### src/rtl/tmr_pkg.sv
package tmr_pkg;
  localparam int CFG_W = 10;

  typedef enum logic [1:0] {
    SEL_COUNT  = 2'd0,
    SEL_MODE   = 2'd1,
    SEL_TARGET = 2'd2,
    SEL_NONE   = 2'd3
  } reg_sel_e;

  // Count is held by the sync configuration this cycle.
  function automatic logic sync_hold(input int kind, input logic [CFG_W-1:0] cfg,
                                     input logic blank_lvl);
    logic [1:0] sm;
    sm = cfg[2:1];
    if (!cfg[0]) return 1'b0;
    if (kind == 2) return (sm == 2'd0) || (sm == 2'd3);
    return (sm == 2'd0) && blank_lvl;
  endfunction

  // Count is zeroed by a blanking edge this cycle.
  function automatic logic sync_zero(input int kind, input logic [CFG_W-1:0] cfg,
                                     input logic blank_rise);
    logic [1:0] sm;
    sm = cfg[2:1];
    return (kind != 2) && cfg[0] && ((sm == 2'd1) || (sm == 2'd2)) && blank_rise;
  endfunction

  // Readback of the control word: flags above the stored configuration.
  function automatic logic [15:0] mode_word(input logic [CFG_W-1:0] cfg, input logic ev,
                                            input logic tgt, input logic wrp);
    return {3'b000, wrp, tgt, ev, cfg};
  endfunction

  // Interrupt gating: enabled event, and repeat mode or not yet fired.
  function automatic logic irq_allowed(input logic [CFG_W-1:0] cfg, input logic hit_t,
                                       input logic hit_w, input logic fired);
    return ((hit_t && cfg[4]) || (hit_w && cfg[5])) && (cfg[6] || !fired);
  endfunction
endpackage

### src/rtl/tmr_tick_gen.sv
module tmr_tick_gen #(
  parameter int KIND     = 0,
  parameter int DIV_LOG2 = 3
) (
  input  logic clk,
  input  logic rst_n,
  input  logic restart,
  input  logic sel_alt,
  input  logic sel_div,
  input  logic ext_tick,
  output logic tick
);
  logic [DIV_LOG2-1:0] pre_q;

  always_ff @(posedge clk or negedge rst_n) begin
    if (!rst_n)       pre_q <= '0;
    else if (restart) pre_q <= '0;
    else              pre_q <= pre_q + 1'b1;
  end

  generate
    if (KIND == 2) begin : g_div
      assign tick = sel_div ? (&pre_q) : 1'b1;
      logic unused_alt;
      assign unused_alt = sel_alt ^ ext_tick;
    end else begin : g_ext
      assign tick = sel_alt ? ext_tick : 1'b1;
      logic unused_div;
      assign unused_div = sel_div ^ (&pre_q);
    end
  endgenerate
endmodule

### src/rtl/tmr_counter.sv
module tmr_counter #(
  parameter int REG_W = 16
) (
  input  logic             clk,
  input  logic             rst_n,
  input  logic             tick,
  input  logic             hold,
  input  logic             zero,
  input  logic             load_en,
  input  logic [REG_W-1:0] load_val,
  input  logic [REG_W-1:0] target,
  input  logic             to_target,
  output logic [REG_W-1:0] count,
  output logic             hit_target,
  output logic             hit_wrap
);
  logic [REG_W-1:0] count_q, nxt;
  logic adv, back_to_zero;

  always_comb begin
    adv          = tick && !hold && !zero && !load_en;
    back_to_zero = to_target && (count_q == target);
    nxt          = count_q + 1'b1;
    hit_target   = adv && !back_to_zero && (nxt == target);
    hit_wrap     = adv && !back_to_zero && (&count_q);
  end

  always_ff @(posedge clk or negedge rst_n) begin
    if (!rst_n)       count_q <= '0;
    else if (zero)    count_q <= '0;
    else if (load_en) count_q <= load_val;
    else if (adv)     count_q <= back_to_zero ? '0 : nxt;
  end

  assign count = count_q;
endmodule

### src/rtl/tmr_status.sv
module tmr_status
  import tmr_pkg::*;
(
  input  logic             clk,
  input  logic             rst_n,
  input  logic             mode_wr,
  input  logic [CFG_W-1:0] wcfg,
  input  logic             mode_rd,
  input  logic             hit_target,
  input  logic             hit_wrap,
  output logic [CFG_W-1:0] cfg,
  output logic             ev_flag,
  output logic             tgt_flag,
  output logic             wrap_flag,
  output logic             irq
);
  logic fired_q, fire;

  assign fire = irq_allowed(cfg, hit_target, hit_wrap, fired_q);

  always_ff @(posedge clk or negedge rst_n) begin
    if (!rst_n) begin
      cfg <= '0; ev_flag <= 1'b0; tgt_flag <= 1'b0; wrap_flag <= 1'b0;
      fired_q <= 1'b0; irq <= 1'b0;
    end else if (mode_wr) begin
      cfg <= wcfg; ev_flag <= 1'b0; tgt_flag <= 1'b0; wrap_flag <= 1'b0;
      fired_q <= 1'b0; irq <= 1'b0;
    end else begin
      ev_flag   <= ev_flag | hit_target | hit_wrap;
      tgt_flag  <= (tgt_flag & !mode_rd) | hit_target;
      wrap_flag <= (wrap_flag & !mode_rd) | hit_wrap;
      fired_q   <= fired_q | fire;
      irq       <= fire;
    end
  end
endmodule

### src/rtl/tmr_channel.sv
module tmr_channel
  import tmr_pkg::*;
#(
  parameter int KIND     = 0,
  parameter int REG_W    = 16,
  parameter int DIV_LOG2 = 3
) (
  input  logic             clk,
  input  logic             rst_n,
  input  logic             bus_wr,
  input  logic             bus_rd,
  input  logic [1:0]       bus_sel,
  input  logic [REG_W-1:0] bus_wdata,
  output logic [REG_W-1:0] bus_rdata,
  input  logic             ext_tick,
  input  logic             blank,
  output logic             irq
);
  reg_sel_e         sel;
  logic             mode_wr, mode_rd, cnt_wr, tgt_wr;
  logic [REG_W-1:0] target_q, count;
  logic [CFG_W-1:0] cfg;
  logic             ev_flag, tgt_flag, wrap_flag;
  logic             blank_q, blank_rise, tick, hold, zero;
  logic             hit_target, hit_wrap;
  logic [15:0]      mode_view;

  assign sel     = reg_sel_e'(bus_sel);
  assign mode_wr = bus_wr && (sel == SEL_MODE);
  assign cnt_wr  = bus_wr && (sel == SEL_COUNT);
  assign tgt_wr  = bus_wr && (sel == SEL_TARGET);
  assign mode_rd = bus_rd && (sel == SEL_MODE);

  always_ff @(posedge clk or negedge rst_n) begin
    if (!rst_n) begin
      target_q <= '0;
      blank_q  <= 1'b0;
    end else begin
      if (tgt_wr) target_q <= bus_wdata;
      blank_q <= blank;
    end
  end

  assign blank_rise = blank && !blank_q;
  assign hold       = sync_hold(KIND, cfg, blank);
  assign zero       = mode_wr || sync_zero(KIND, cfg, blank_rise);

  tmr_tick_gen #(.KIND(KIND), .DIV_LOG2(DIV_LOG2)) u_tick (
    .clk(clk), .rst_n(rst_n), .restart(mode_wr), .sel_alt(cfg[8]),
    .sel_div(cfg[9]), .ext_tick(ext_tick), .tick(tick)
  );

  tmr_counter #(.REG_W(REG_W)) u_cnt (
    .clk(clk), .rst_n(rst_n), .tick(tick), .hold(hold), .zero(zero),
    .load_en(cnt_wr), .load_val(bus_wdata), .target(target_q), .to_target(cfg[3]),
    .count(count), .hit_target(hit_target), .hit_wrap(hit_wrap)
  );

  tmr_status u_stat (
    .clk(clk), .rst_n(rst_n), .mode_wr(mode_wr), .wcfg(bus_wdata[CFG_W-1:0]),
    .mode_rd(mode_rd), .hit_target(hit_target), .hit_wrap(hit_wrap), .cfg(cfg),
    .ev_flag(ev_flag), .tgt_flag(tgt_flag), .wrap_flag(wrap_flag), .irq(irq)
  );

  assign mode_view = mode_word(cfg, ev_flag, tgt_flag, wrap_flag);

  always_comb begin
    unique case (sel)
      SEL_COUNT:  bus_rdata = count;
      SEL_MODE:   bus_rdata = REG_W'(mode_view);
      SEL_TARGET: bus_rdata = target_q;
      default:    bus_rdata = '0;
    endcase
  end
endmodule

### config.mk
export PLATFORM = sky130hd
export DESIGN_NAME = tmr_channel
export DESIGN_NICKNAME = d
export VERILOG_FILES = /design/src/rtl/tmr_pkg.sv /design/src/rtl/tmr_tick_gen.sv /design/src/rtl/tmr_counter.sv /design/src/rtl/tmr_status.sv /design/src/rtl/tmr_channel.sv
export SDC_FILE = /design/constraint.sdc
export NUM_CORES = 1
export LEC_CHECK = 0
export CAP_MARGIN = 40
export CORE_ASPECT_RATIO = 1.1
export CORE_MARGIN = 5
export CORE_UTILIZATION = 40
export CTS_CLUSTER_DIAMETER = 80
export DETAILED_ROUTE_END_ITERATION = 12
export GPL_TIMING_DRIVEN = 0
export PLACE_DENSITY = 0.6
export SLEW_MARGIN = 30
export SYNTH_ARGS = -nofsm -noshare
export SYNTH_HDL_FRONTEND = slang
export SYNTH_SLANG_ARGS = --single-unit
export TNS_END_PERCENT = 30
### constraint.sdc
create_clock -name clk -period 3.33 [get_ports clk]
set_input_delay 0.4995 -clock clk [delete_from_list [all_inputs] [get_ports clk]]
set_output_delay 0.4995 -clock clk [all_outputs]
set_load 0.01 [all_outputs]
Word-level counts from Yosys, hierarchy flattened
Cells that the tools add are included.

operators by class
  add/subtract/negate cells = 1
  reduce and logical (&&, ||, !) cells = 33
  muxes and demuxes = 12
  equality and inequality tests = 6
  bitwise logic cells = 7

operators by type and width
  cell                   number
  $mux 16                4
  $pmux 16 s3            1
  $eq 16x16->1           2
  $logic_and 1x1->1      18
  $add 16x1->16 const B  1
  $reduce_and 16->1      1
  $logic_not 1->1        7
  $mux 1                 7
  $or 1x1->1             5
  $eq 2x1->1 const B     2
  $eq 2x2->1 const B     2
  $logic_not 2->1        2
  $logic_or 1x1->1       4
  $reduce_bool 3->1      1
  $and 1x1->1            2

storage, ports and cells
  register bits after elaboration = 48
  output and inout port bits = 17
  input bits = 24

Depth between registers and ports, before layout
  depth in word-level cells = 15
  mapped depth = 9

By module
From an unflattened synthesis, not the netlist that was laid out.

second synthesis, totals
  cell total of the unflattened synthesis = 320
  area total of the unflattened synthesis = 3295.7 sq um

modules (own cells, without submodules)
  module        times used  area an instance (sq um)  cells an instance  sequential area each (sq um)
  tmr_counter   1           1616.6                    196                400.4
  tmr_channel   1           1068.5                    83                 425.4
  tmr_status    1           604.3                     40                 375.4
  tmr_tick_gen  1           6.3                       1                  0.0

Worst setup path after synthesis
OpenSTA, ideal clock, no wires.

  path kind = flip-flop to flip-flop
  start point = reg u_cnt.count_q[0], in the netlist u_cnt.count[0]
  end point = reg u_stat.ev_flag
  setup slack = 1.067 ns
  required time = 3.262 ns
  arrival time = 2.196 ns
  cell stages (with the launch flop) = 9
  clock period less this slack = 2.263 ns
  path buffers = 0
  cells stage by stage = dfrtp_1 > ha_1 > and3_4 > nand3_1 > xor2_1 > a211o_1 > or3_1 > nor4_2 > nand2b_1

on the way
  cells in the longest elaborated chain, start to end = 8
  elaborated cells on any way between the ends = 12

ends and longest elaborated chain
  what                                                   RTL line           source
  from (decl)                                            tmr_counter.sv:17  logic [REG_W-1:0] count_q, nxt;
  from (signal assigned)                                 tmr_counter.sv:31  else if (load_en) count_q <= load_val;
  from (signal assigned)                                 tmr_counter.sv:32  else if (adv) count_q <= back_to_zero ? '0 : nxt;
  branches (longest 6 deep; another with $add 16x1->16)  n/a
  $or 1x1->1 *                                           tmr_status.sv:29   ev_flag <= ev_flag | hit_target | hit_wrap;
  $mux 1 *                                               tmr_status.sv:25   end else if (mode_wr) begin
  to (signal assigned)                                   tmr_status.sv:29
  to (decl)                                              tmr_status.sv:12   output logic ev_flag,

Every way passes the cells marked *.
A chain may end at the register's enable or synchronous reset.

Worst setup path in the final report
  start point = in bus_sel[0]
  end point = out bus_rdata[5]

on the way
  cells in the longest elaborated chain, start to end = 2
  elaborated cells on any way between the ends = 4

ends and longest elaborated chain
  what                                RTL line           source
  from (decl)                         tmr_channel.sv:12  input logic [1:0] bus_sel,
  $eq 2x2->1 (tied with other cells)  tmr_channel.sv:68  unique case (sel)
  $pmux 16 s3 *                       tmr_channel.sv:68
  to (decl)                           tmr_channel.sv:14  output logic [REG_W-1:0] bus_rdata,

Every way passes the cells marked *; elsewhere a longest branch is shown, timed or not.

==> results by stage <==
Clock network:
- The deepest level of the CTS H-tree is 2.
- The clock tree from TritonCTS is built.
- In this run the deepest clock path goes through 2 buffers.
- The source-to-sink clock delay at the later pin of the worst-skew pair is 310 ps.
- The total CTS buffers is 5.
- Clock-pin slew was measured on the worst setup and hold paths at 100 ps.
- After clock tree synthesis, the setup repair step added 0 buffers.
- For this design, the sink count on the clock tree is 48.
- The tree is rooted in a sky130_fd_sc_hd__clkbuf_8.
- Buffers inserted to repair hold after CTS numbered 0.

Die:
- Row generation in the floorplan step produced 34 rows.
- In this run the vertical extent of the chip is 104 µm.
- The initial cell density of the core is 0.407.
- The die covers 9910 µm².
- The width of the die is 95.4 µm.
- The count of pins on the block boundary is 41.
- The total core area is 7870 µm².

Power and ir drop:
- The power share of the sequential group is 0.386.
- Of the total power, combinational logic draws 0.398.
- The static leakage is 1.57 nW.
- Power spread over the standard cell area amounts to 532 nW/µm².
- The total internal power is 1.28 mW.
- IR analysis of the VDD net gives a maximum drop of 198 µV.
- Summed over all nets, the switching power comes to 0.772 mW.
- The clock network fraction of total power is 0.216.
- The switching part of the total power is 0.375.

Route:
- The number of remaining DRC errors is 0.
- The remaining antenna violation count after routing is 0.
- Wire segments on met2 add up to 4680 µm in the final route.
- The wire length per cell is 19.0 µm.
- After detailed routing, the total wire length is 9770 µm.
- The vias after detailed routing is 2896.
- The number of search-and-repair iterations in the first detailed-routing pass is 5.
- The detailed router finished its first iteration with 231 violations.
- The detailed router used layers up to and including met4.
- The via count normalized by instance count is 5.62.
- In the final routing, the length of wire on met1 measures 4390 µm.
- Wire segments on met3 add up to 470 µm in the final route.

GRT:
- The pin count of the biggest net entering global routing is 49.
- The first global-routing pass estimated 15800 µm of wire.
- The sum of overflow across all layers after global routing is 0.
- The number of antenna violations at the first check in global routing was 0.
- The aggregate global-route resource usage is 0.206.
- The number of global-route vias before repair is 2871.

Timing:
- Setup repair after global routing left no endpoint under its margin.
- The setup TNS after final layout is 0 ps.
- The final worst slack is 237 ps.
- After layout, the minimum clock period comes to 3090 ps.
- The number of pins with negative max-slew slack in the final report is 0.
- The maximum clock frequency is 323 MHz.
- For the pin with the worst max-slew slack, the measured transition is 732 ps.
- The maximum clock skew at final layout is 7.62 ps.
- Setup violations remaining at the end of the flow were counted as 0.
- The hold violation total from the final report is 0.
- Dividing the final minimum period by the clock period gives 0.929.
- The worst slew margin relative to its limit is 0.510.

Synth:
- For this run, the leading register cell type out of synthesis is sky130_fd_sc_hd__dfrtp_1.
- Yosys mapped a number of flops with a built-in enable equal to 0.
- A synthesized cell averages 8.93 µm².
- The number of distinct library cell variants in the gate-level netlist after synthesis is 55.
- The gate count after technology mapping is 359.
- During synthesis, Yosys emitted a total of 0 warnings.
- The number of synthesized register bits is 48.
- After synthesis, the share of flip-flops with an asynchronous set or reset is 1.00.
- The number of nets handed over by synthesis was 385.
- In the post-synthesis netlist, the cell with the most instances is sky130_fd_sc_hd__dfrtp_1.
- The post-synthesis instance area is 3210 µm².
- Summed over all instances, the cell type with the most area after synthesis is sky130_fd_sc_hd__dfrtp_1.
- The share of the Yosys chip area taken by registers is 0.375.
- The share of synthesized area in the top cell type comes to 0.375.
- The commonest cells after synthesis are 48 x sky130_fd_sc_hd__dfrtp_1, 45 x sky130_fd_sc_hd__nand2_1, 39 x sky130_fd_sc_hd__o21ai_0.
- Ranked by total cell area, the synthesized netlist is headed by sky130_fd_sc_hd__dfrtp_1 37%, sky130_fd_sc_hd__o21ai_0 6.1%, sky130_fd_sc_hd__mux2_2 6.0%, sky130_fd_sc_hd__mux2i_1 5.9%, sky130_fd_sc_hd__nand2_1 5.3%.

Outcome:
- The run finished with clean final reports.

Worst setup path:
- Data on the critical path is required at its endpoint by 2830 ps.
- The worst reg2reg path startpoint is u_cnt.count[0].
- The worst register-to-register path ends at u_stat.ev_flag.
- The worst setup path is captured at an output pin.
- The arrival time of the worst setup path is 2590 ps.
- The critical path is of the in -> out type.
- The peak fanout along the critical path is 10.
- The length in cells of the worst reg-to-reg path is 8.
- The type of origin of the critical path is an input port.
- The setup check on the worst reg-to-reg path leaves a slack of 640 ps.

Hold path:
- The min-delay analysis places its worst path in the category in -> async.

Cells and area:
- The number of inserted diodes is 0.
- The number of fill cells is 798.
- The fraction of final layout cells sized beyond drive strength 1 is 0.125.
- Once layout is complete, the cells apart from fillers number 515.
- From synthesis to final layout, the design area changed by 20.5%.
- At the end of the flow, the number of nets in the layout was 432.

Run:
- The number of max-cap violations is 0.

Place:
- The number of buffers added on ports is 40.
- Counting tap cells, the placed design contains a total of 508 instances.
- The placed wire-length estimate is 7280 µm.
- The placer's final routability congestion estimate is 0.918.
- Prior to clock tree synthesis, the placed netlist has a worst setup slack of -224 ps.
## what timing repair did
item                       4_1_cts  5_1_grt
resized for setup                0        2
setup endpoints to repair        8        3
pin swaps                        0        0
## cell families after synthesis
| logic type | Yosys count | synth area share |
|---|---|---|
| xor gates and xnor gates | 26 | 0.0734 |
| muxes | 36 | 0.119 |
| buffers and inverters | 35 | 0.0480 |
| AOI/OAI and AO/OA | 81 | 0.153 |
| and+or+nand+nor | 131 | 0.224 |
| adders and majority gates | 2 | 0.00780 |
| DFF | 48 | 0.375 |
## flip-flops by register name, indices dropped and copies added (netlist names)
signal,count
blank_q,1
target_q,16
u_cnt.count,16
u_stat.cfg,10
u_stat.ev_flag,1
u_stat.fired_q,1
u_stat.irq,1
u_stat.tgt_flag,1
u_stat.wrap_flag,1
## cell usage in the layout (no fill, tap or decap), drive strengths merged, types with 2 or more instances in the layout
cell type	count
buf	11
or3	5
and3	3
nand2	45
clkdlybuf4s50	39
o21ai	40
nor4	8
a2bb2oi	2
nor4b	4
or3b	2
ha	2
a211oi	2
inv	7
dfrtp	48
a31oi	4
nor3b	3
and3b	2
o31a	2
xor2	7
and2	4
and4	3
nor2	17
mux2i	19
or2	2
nand3	13
nor3	6
nor2b	2
a21oi	16
nand2b	4
o2bb2ai	7
clkbuf	22
xnor2	19
nand4	6
mux2	17
a211o	2
## critical path: stages
cell and delay, ps:
sky130_fd_sc_hd__clkdlybuf4s50_1 460, sky130_fd_sc_hd__clkbuf_1 370, sky130_fd_sc_hd__clkbuf_1 500, sky130_fd_sc_hd__o21ai_0 230, sky130_fd_sc_hd__clkdlybuf4s50_1 520
## power groups by stage
stage | sequential (mW) | clock [mW] | combinational [mW]
6_report | 0.794 | 0.444 | 0.818
4_1_cts | 0.791 | 0.451 | 0.816
3_3_place_gp | 0.798 | 0 | 0.808
3_5_place_dp | 0.802 | 0 | 0.814
2_1_floorplan | 0.774 | 0 | 0.562
5_1_grt | 0.809 | 0.472 | 0.899
## metrics by stage
stage | utilization | power, mW | area, µm² | hold WS, ps
after global routing | 0.491 | 2.18 | 3860 | 255
final | 0.491 | 2.06 | 3860 | 192
after detailed placement | 0.477 | 1.62 | 3760 | 464
after CTS | 0.491 | 2.06 | 3860 | 224
after global placement | 0.476 | 1.61 | 3740 | 463
after floorplan | - | 1.34 | 3210 | 204
## metal layers
layer / vias to the layer above / track usage
li1: 1377 / -
met1: 1413 / 0.286
met4: 0 / 0.0600
met3: 20 / 0.0326
met5: - / 0
met2: 86 / 0.329
## final cells by class
type / instances / area (µm²) / area share
multi-input combinational: 276 / 1860 / 0.480
sequential: 48 / 1200 / 0.311
timing repair buffer: 41 / 409 / 0.106
tap: 108 / 135 / 0.0350
buffer: 27 / 125 / 0.0324
clock buffer: 5 / 68.8 / 0.0178
clock inverter: 3 / 42.5 / 0.0110
inverter: 7 / 26.3 / 0.00680
## worst max path at each step
stage / from / end
after floorplan: u_cnt.count[0] / u_stat.ev_flag
after global placement: bus_sel[0] / u_stat.irq
after detailed placement: bus_sel[1] / bus_rdata[5]
after CTS: bus_sel[0] / bus_rdata[5]
after global routing: bus_sel[1] / u_stat.ev_flag
final: bus_sel[0] / bus_rdata[5]
No activity file was read; power rests on OpenSTA's default activity.
